<file path="config.mk">
export PLATFORM = sky130hd
export DESIGN_NAME = byte_reduce_unit
export DESIGN_NICKNAME = d
export VERILOG_FILES = /design/src/rtl/byte_reduce_pkg.sv /design/src/rtl/byte_reduce_ctrl.sv /design/src/rtl/byte_reduce_dp.sv /design/src/rtl/byte_reduce_unit.sv
export SDC_FILE = /design/constraint.sdc
export NUM_CORES = 1
export LEC_CHECK = 0
export BUFFER_PORTS_ARGS = -buffer_cell sky130_fd_sc_hd__buf_2
export CAP_MARGIN = 20
export CORE_AREA = 2 2 127 129
export DETAILED_ROUTE_END_ITERATION = 12
export DIE_AREA = 0 0 129 131
export SYNTH_ARGS = -nofsm -noshare
export SYNTH_HDL_FRONTEND = slang
export SYNTH_HIERARCHICAL = 1
export SYNTH_SLANG_ARGS = --single-unit
</file>
<file path="constraint.sdc">
create_clock -name vclk -period 8.2
set_input_delay 1.64 -clock vclk [all_inputs]
set_output_delay 1.64 -clock vclk [all_outputs]
set_load 0.01 [all_outputs]
</file>
<file path="src/rtl/byte_reduce_pkg.sv">
package byte_reduce_pkg;
  localparam int LANES  = 8;
  localparam int LANE_W = 8;
  localparam int RES_W  = 32;
  localparam int SUM_W  = LANE_W + $clog2(LANES);

  typedef enum logic [2:0] {
    OP_SUM  = 3'd0,
    OP_OR   = 3'd1,
    OP_AND  = 3'd2,
    OP_XOR  = 3'd3,
    OP_ZPOS = 3'd4
  } redOp_e;

  typedef struct packed {
    logic sumEn;
    logic orEn;
    logic andEn;
    logic xorEn;
    logic zposEn;
    logic useImm;
  } redCtrl_t;
endpackage

</file>
<file path="src/rtl/byte_reduce_ctrl.sv">
module byte_reduce_ctrl
  import byte_reduce_pkg::*;
(
  input  logic [2:0] opSel,
  input  logic       immSel,
  output redCtrl_t   ctrl
);
  always_comb begin
    ctrl = '0;
    case (opSel)
      OP_SUM:  ctrl.sumEn  = 1'b1;
      OP_OR:   ctrl.orEn   = 1'b1;
      OP_AND:  ctrl.andEn  = 1'b1;
      OP_XOR:  ctrl.xorEn  = 1'b1;
      OP_ZPOS: begin
        ctrl.zposEn = 1'b1;
        ctrl.useImm = immSel;
      end
      default: ctrl = '0;
    endcase
  end
endmodule

</file>
<file path="src/rtl/byte_reduce_dp.sv">
module byte_reduce_dp
  import byte_reduce_pkg::*;
(
  input  logic [LANES*LANE_W-1:0] srcData,
  input  logic [LANES-1:0]        regMask,
  input  logic [LANES-1:0]        immMask,
  input  redCtrl_t                ctrl,
  output logic [RES_W-1:0]        result
);
  logic [LANES-1:0]  laneMask;
  logic [LANE_W-1:0] zeroLane [LANES];
  logic [LANE_W-1:0] oneLane  [LANES];
  logic [LANES-1:0]  zeroHit;

  assign laneMask = ctrl.useImm ? immMask : regMask;

  for (genvar k = 0; k < LANES; k++) begin : g_lane
    logic [LANE_W-1:0] laneByte;
    assign laneByte    = srcData[k*LANE_W +: LANE_W];
    assign zeroLane[k] = laneMask[k] ? laneByte : '0;
    assign oneLane[k]  = laneMask[k] ? laneByte : '1;
    assign zeroHit[k]  = laneMask[k] && (laneByte == '0);
  end

  logic [SUM_W-1:0]  sumAcc;
  logic [LANE_W-1:0] orAcc, andAcc, xorAcc;

  always_comb begin
    sumAcc = '0;
    orAcc  = '0;
    andAcc = '1;
    xorAcc = '0;
    for (int k = 0; k < LANES; k++) begin
      sumAcc = sumAcc + SUM_W'(zeroLane[k]);
      orAcc  = orAcc  | zeroLane[k];
      andAcc = andAcc & oneLane[k];
      xorAcc = xorAcc ^ zeroLane[k];
    end
  end

  always_comb begin
    result = '0;
    if (ctrl.sumEn)  result = RES_W'(sumAcc);
    if (ctrl.orEn)   result = RES_W'(orAcc);
    if (ctrl.andEn)  result = RES_W'(andAcc);
    if (ctrl.xorEn)  result = RES_W'(xorAcc);
    if (ctrl.zposEn) result = RES_W'(zeroHit);
  end
endmodule

</file>
<file path="src/rtl/byte_reduce_unit.sv">
module byte_reduce_unit
  import byte_reduce_pkg::*;
(
  input  logic [63:0] srcData,
  input  logic [31:0] maskWord,
  input  logic        immSel,
  input  logic [7:0]  immMask,
  input  logic [2:0]  opSel,
  output logic [31:0] result
);
  redCtrl_t ctrl;

  byte_reduce_ctrl i_ctrl (
    .opSel  (opSel),
    .immSel (immSel),
    .ctrl   (ctrl)
  );

  byte_reduce_dp i_dp (
    .srcData (srcData),
    .regMask (maskWord[LANES-1:0]),
    .immMask (immMask),
    .ctrl    (ctrl),
    .result  (result)
  );
endmodule

</file>
[Yosys cells after proc, flatten, opt, wreduce, memory -nomap -nowiden]
Cells that the tools add are included.
Word-level totals
  bits of input ports: 108
  output and inout bits: 32
  ROM bits: 0
  memories kept: 0
  bits in registers: 0
  bits in latches: 0
  word-level logic and storage cells: 76
  memory bits (writable): 0
Operators by class
  add/subtract/negate cells: 7
  reduce and logical (&&, ||, !) cells: 17
  eq/ne operators: 4
  bitwise logic cells: 21
  mux-type cells: 27
  order comparisons: 0
  shift operators: 0
  $mul: 0
  divide/modulo/power cells: 0
Operators by type and width (number)
  8-bit 2-to-1 mux: 17
  32-bit 2-to-1 mux: 4
  11-bit by 8-bit adder with 11-bit output: 6
  8-bit logical NOT: 8
  8-bit bitwise AND: 7
  8-bit OR: 7
  8-bit XOR: 7
  11-bit 2-to-1 mux: 1
  8-bit by 8-bit adder with 9-bit output: 1
  1-bit logical AND: 8
  3-bit by 2-bit == test with 1-bit output, second input constant: 2
  1-bit 2-to-1 mux: 4
  3-bit by 1-bit == test with 1-bit output, second input constant: 1
  3-bit == test, second input constant: 1
  3-bit logical NOT: 1
  2-bit 2-to-1 mux: 1

[Longest topological paths before layout]
Gate-level depths: netlist (run 1).
  depth after elaboration: 16
  gate-level depth with buffers: 21
  gate-level depth less buffers: 20

[Modules after synthesis]
Netlist (run 1), hierarchy kept.
Modules (own cells, without submodules)
  byte_reduce_dp: seq. area each 0.0 sq um, area an instance 3732.3 sq um, cells each 463, instances 1
  byte_reduce_ctrl: seq. area each 0.0 sq um, area an instance 50.0 sq um, cells each 6, instances 1

[Worst setup path after synthesis (run 1)]
Ideal clock, no wire load.
  path kind: input to output
  start: in opSel[1]
  end: out result[6]
  stages: 19
  buffers on the path: 2
  data arrival time: 6.944 ns
  data required time: 6.560 ns
  path slack: -0.384 ns
  cell sequence: and4bb_2 > buf_6 > buf_12 > mux2_4 > and2_1 > fa_1 > fa_1 > fa_1 > inv_1 > fa_1 > inv_1 > ha_1 > fa_1 > a21o_1 > or4b_2 > a31oi_1 > o41ai_1 > a32o_1 > a21oi_1
On the way
  cells in the longest elaborated chain, start to end: 16
  elaborated cells between the ends (all ways): 61
  those cells by class: add/sub: 7; eq/ne: 4; mux: 27; bitwise: 21; reduce/logical: 2
Ends and longest elaborated chain
  start, declared: line byte_reduce_unit.sv:8  | input logic [2:0] opSel,
  3-bit == test: line byte_reduce_ctrl.sv:10  | case (opSel)
  2-bit 2-to-1 mux: line byte_reduce_ctrl.sv:10
  8-bit 2-to-1 mux: line byte_reduce_dp.sv:15  | assign laneMask = ctrl.useImm ? immMask : regMask;
  8-bit 2-to-1 mux: line byte_reduce_dp.sv:20  | assign zeroLane[k] = laneMask[k] ? laneByte : '0;
  8-bit by 8-bit adder with 9-bit output: line byte_reduce_dp.sv:34  | sumAcc = sumAcc + SUM_W'(zeroLane[k]);
  11-bit by 8-bit adder with 11-bit output (6 in series): line byte_reduce_dp.sv:34
  11-bit 2-to-1 mux: line byte_reduce_dp.sv:43  | if (ctrl.sumEn) result = RES_W'(sumAcc);
  32-bit 2-to-1 mux: line byte_reduce_dp.sv:44  | if (ctrl.orEn) result = RES_W'(orAcc);
  32-bit 2-to-1 mux: line byte_reduce_dp.sv:45  | if (ctrl.andEn) result = RES_W'(andAcc);
  32-bit 2-to-1 mux: line byte_reduce_dp.sv:46  | if (ctrl.xorEn) result = RES_W'(xorAcc);
  32-bit 2-to-1 mux *: line byte_reduce_dp.sv:47  | if (ctrl.zposEn) result = RES_W'(zeroHit);
  end, declared: line byte_reduce_unit.sv:9  | output logic [31:0] result
Mark *: on every way between the ends. The rest lies on a longest branch, timed or not.

==> impl_metrics.ini, run 1 <==
[status]
status = complete, but fails checks
violations = setup timing

[placement]
place_ws_ns = -0.574
numPortBuffers = 95
globalplace.congestion = 0.974
hpwl_mm = 13.1
place_inst = 852

[critical_path]
path_class = input pin to output pin
worstSetupEndpointType = output pin
cp_slowest_stage_delay_ns = 0.52
cp.arrival_ns = 7.00
crit_chain = buf_6 -> and4bb_4 -> buf_6 -> mux2_4 -> and2_4 -> fa_1 -> fa_1 -> fa_1 -> inv_1 -> fa_1 -> inv_1 -> ha_4 -> fa_2 -> a21o_1 -> or4b_4 -> a31oi_4 -> o41ai_1 -> a32o_1 -> a21oi_2 -> buf_2
critPathMaxFanout = 6
required_ns = 6.56
crit_path_top_delay_cell = fa_1
crit_path_frequent_cell = fa_1
start_kind = input pin

[floorplan]
initial_core_util_pct = 24.2
die_area_um2 = 16900
dieHeight_um = 131
dieWidth_um = 129
core-area_um2 = 15600
rows = 46
io_pins = 140

[synthesis]
synth_area_um2 = 3780
synth.area.mux_share_pct = 6.42
netlist.area_leader.share_pct = 24.9
synth_compound_area_share_pct = 15.7
synth_top_family_by_area = adder cells
syn_inst = 469
seq_area_frac_synth_pct = 0
synthAdderAreaFrac_pct = 31.2
synth_area_leader_cell = fa_1
syn_avg_cell_area_um2 = 8.06
ys_warn_count = 6
synth_xor_area_share_pct = 12.3
synth_area_leaders = fa_1 25%, xnor2_1 11%, inv_1 6.5%
synth_simple_gate_area_share_pct = 22.1
ys_types = 60

[flow_run]
max_cap_viol_count = 0

[timing]
tns_ns = -0.946
fmax_ghz = 0.116
maxSlewViolCount = 0
period_share_pct = 105
setup_viol = 4
layout_min_cycle_time_ns = 8.64
fin_ws_ns = -0.437
finalHoldViolCount = 0
slew_headroom_pct = 31.0
worstMarginPinSlew_ns = 1.01
rsz0062_at_grt = yes

[cells_and_area]
area_delta_synth_final_pct = 39.9
n_fill_cell = 1640
n_antenna_cell = 0
seq_cells = 0
utilization_pct = 33.9
final_cells = 865
layout.area.seq_um2 = 0
final_nets = 825
clkbuf_count = 0
drive_gt1_share_pct = 39.3

[detailed_routing]
viasPerCell = 4.86
wl_per_cell_um = 17.8
drt_pass1_iterations = 5
drt_iter0_markers = 425
vias = 4200
drt-total-wl_mm = 15.4
antenna_left = 0
drc = 0

[power_and_ir_drop]
p_leak_uw = 0.00252
finalPower_uw = 889
peakVddDrop_uv = 201
powerDensity_nw_per_um2 = 168

[global_route]
grt_pass1_wl_mm = 23.7
grt_pass1_vias = 4245
grt_max_degree = 18
grt.overflow.total = 0
antenna_found_initial = 0
track_usage_pct = 18.4

[min_path]
hold_class = input pin to output pin

[cts]
ctsHoldBuffers = 0
-- report_power, final --
part	total, uW	leakage [uW]	switching [uW]	internal (uW)
registers	0	0	0	0
clock network	0	0	0	0
logic	889	0.00252	447	443
total	889	0.00252	447	443
-- timing repair --
action / 4_1_cts / 5_1_grt
endpoints found under the setup margin: 8 / 8
endpoints found under the hold margin: 0 / 0
pin swaps: 11 / 10
setup buffers: 9 / 4
resized for setup: 24 / 9
-- per-layer routing --
metal | track usage, % | vias to the layer above | part of all wire (%)
met5 | 0 | - | 0
met4 | 5.12 | 0 | 3.2
met3 | 1.51 | 46 | 9.4
met2 | 30.8 | 255 | 45
met1 | 25.6 | 1978 | 42
li1 | - | 1921 | -
-- stage by stage --
stage | instance area [um2] | hold slack, ns
after CTS | 5230 | 3.78
final | 5290 | 3.77
after global placement | 5060 | 3.79
after floorplan | 3900 | 3.45
after global routing | 5290 | 3.80
after detailed placement | 5060 | 3.78
-- Yosys cell counts, drive strengths merged (2+ instances only) --
library cell / instances
a21o: 3
a21oi: 17
a32o: 4
a41oi: 2
and2: 31
buf: 25
clkbuf: 5
fa: 47
ha: 19
inv: 65
mux2: 8
mux2i: 8
nand2: 41
nand3: 13
nor2: 30
nor3: 10
nor3b: 4
nor4: 15
o211ai: 7
o21ai: 6
o21bai: 2
o22ai: 20
o31ai: 2
o41ai: 5
or3: 4
xnor2: 46
xor2: 7
-- cell usage in the layout (no fill, tap or decap), types with 8 or more instances in the layout --
| master | n |
|---|---|
| a21oi_1 | 12 |
| and2_1 | 14 |
| and2_4 | 11 |
| buf_2 | 94 |
| buf_4 | 87 |
| buf_6 | 9 |
| conb_1 | 21 |
| fa_1 | 43 |
| ha_1 | 17 |
| inv_1 | 63 |
| nand2_1 | 39 |
| nand3_1 | 13 |
| nor2_1 | 30 |
| nor3_1 | 8 |
| nor4_1 | 15 |
| o22ai_1 | 20 |
| xnor2_1 | 46 |
-- final timing paths --
kind,start,to,slack (ns),cells past startpoint
hold / removal,srcData[42],result[5],3.77,5
setup / recovery,opSel[1],result[6],-0.44,20
-- critical path, delay by kind of cell --
kind / cells / cell delay (ns)
buffers and inverters: 5 / 0.48
and+or+nand+nor: 3 / 1.07
muxes: 1 / 0.34
AOI/OAI and AO/OA: 5 / 0.90
adders and majority gates: 6 / 2.53
-- layout make-up --
| cell class | count | area (um2) | area share, % |
|---|---|---|---|
| multi-input combinational | 394 | 3550 | 67.1 |
| timing repair buffer | 190 | 1220 | 23.1 |
| tap | 216 | 270 | 5.11 |
| inverter | 65 | 244 | 4.61 |
-- kinds of logic (layout without fill, tap and decap cells) --
family,after synthesis,in the layout
xor+xnor,53,53
other cells,1,21
buf+inv,95,255
compound gates,80,80
fa+ha+maj,66,66
simple gates,158,158
mux,16,16
No activity file was read; power rests on OpenSTA's default activity.
==> run 2: changes to the inputs <==
Settings changed: PLACE_DENSITY from default to 0.52.
==> impl_metrics.ini, run 2 (synthesized netlist as in run 1, its figures left out) <==
[status]
status = complete, but fails checks
violations = setup timing

[min_path]
hold_class = input pin to output pin

[cells_and_area]
clkbuf_count = 0
final_common_cell = buf_2
utilization_pct = 34.2
seq_cells = 0
area_delta_synth_final_pct = 41.2
final_cell_mix = 93 x buf_2, 86 x buf_4, 61 x inv_1, 46 x xnor2_1, 42 x fa_1
drive_gt1_share_pct = 40.1
final_nets = 825
n_antenna_cell = 0
layout.area.seq_um2 = 0

[critical_path]
worstSetupEndpointType = output pin
cp.arrival_ns = 6.90
critPathMaxFanout = 8
start_kind = input pin
required_ns = 6.56
path_class = input pin to output pin

[floorplan]
io_pins = 140
core-area_um2 = 15600
die_area_um2 = 16900
rows = 46
dieWidth_um = 129
initial_core_util_pct = 24.2
dieHeight_um = 131

[flow_run]
max_cap_viol_count = 0

[detailed_routing]
drt_pass1_iterations = 5
drt_iter0_markers = 302
drt-total-wl_mm = 16.0
viasPerCell = 4.83
drc = 0
wl_per_cell_um = 18.5
antenna_left = 0
vias = 4182

[power_and_ir_drop]
p_int_uw = 457
p_leak_uw = 0.00252
p_comb_share_pct = 100.0
p_switching_uw = 472
powerDensity_nw_per_um2 = 174
seq_power_share_pct = 0
clkPwrFrac_pct = 0
peakVddDrop_uv = 150
switching_share_pct = 50.8

[global_route]
grt_max_degree = 18
grt.overflow.total = 0
grt_pass1_wl_mm = 24.0
track_usage_pct = 18.8
antenna_found_initial = 0
grt_pass1_vias = 4167

[placement]
hpwl_mm = 13.4
place_ws_ns = -0.556
globalplace.congestion = 1.01
numPortBuffers = 95

[timing]
fmax_ghz = 0.117
layout_min_cycle_time_ns = 8.54
setup_viol = 3
rsz0062_at_grt = yes
slew_headroom_pct = 29.8
worstMarginPinSlew_ns = 1.02
period_share_pct = 104
finalHoldViolCount = 0
hold_slack_ns = 3.78
maxSlewViolCount = 0
fin_ws_ns = -0.342
[run 2: power groups by stage]
stage	clock network (uW)	registers [uW]	logic, uW
CTS	0	0	886
global placement	0	0	779
floorplan	0	0	505
detailed placement	0	0	783
finish	0	0	929
global route	0	0	1020
[run 2: final timing paths]
path,startpoint,endpoint,slack (ns),depth (start not counted)
max,opSel[0],result[6],-0.34,21
min,srcData[42],result[5],3.78,5
[run 2: what timing repair did]
| action | 4_1_cts | 5_1_grt |
|---|---|---|
| hold buffers | 0 | 0 |
| endpoints found under the setup margin | 8 | 8 |
| cloned | 0 | 0 |
| buffers inserted | 6 | 5 |
| pin swaps | 17 | 23 |
| resized for setup | 23 | 16 |
[run 2: critical path: stages]
cell	delay (ns)
buf_6	0.09
and4bb_2	0.31
buf_12	0.14
buf_6	0.10
mux2_4	0.33
and2_4	0.18
fa_1	0.52
fa_1	0.44
fa_1	0.52
inv_1	0.05
fa_1	0.49
inv_2	0.05
ha_4	0.17
fa_2	0.35
a21o_1	0.20
or4b_4	0.50
a31oi_4	0.17
o41ai_1	0.10
a32o_1	0.27
a21oi_2	0.13
buf_2	0.15
[run 2: through the flow]
| step | instance area (um2) | TNS [ns] | total power (uW) | cells |
|---|---|---|---|---|
| floorplan | 3900 | 0 | 505 | 489 |
| CTS | 5230 | -0.790 | 886 | 860 |
| detailed placement | 5090 | -0.996 | 783 | 855 |
| finish | 5340 | -0.514 | 929 | 865 |
| global placement | 5090 | -1.01 | 779 | 855 |
| global route | 5340 | -1.03 | 1020 | 865 |
[run 2: area by class of cell]
cell class                      instances  area, um2
Multi-Input combinational cell        394       3580
Tap cell                              216        270
Fill cell                            1654      10300
Inverter                               65        244
Timing Repair Buffer                  190       1240
[run 2: metal layers]
| metal | wire length (um) | GRT usage (%) |
|---|---|---|
| met2 | 7270 | 31.1 |
| met5 | 0 | 0 |
| met4 | 675 | 6.91 |
| met1 | 6790 | 25.7 |
| met3 | 1230 | 1.79 |
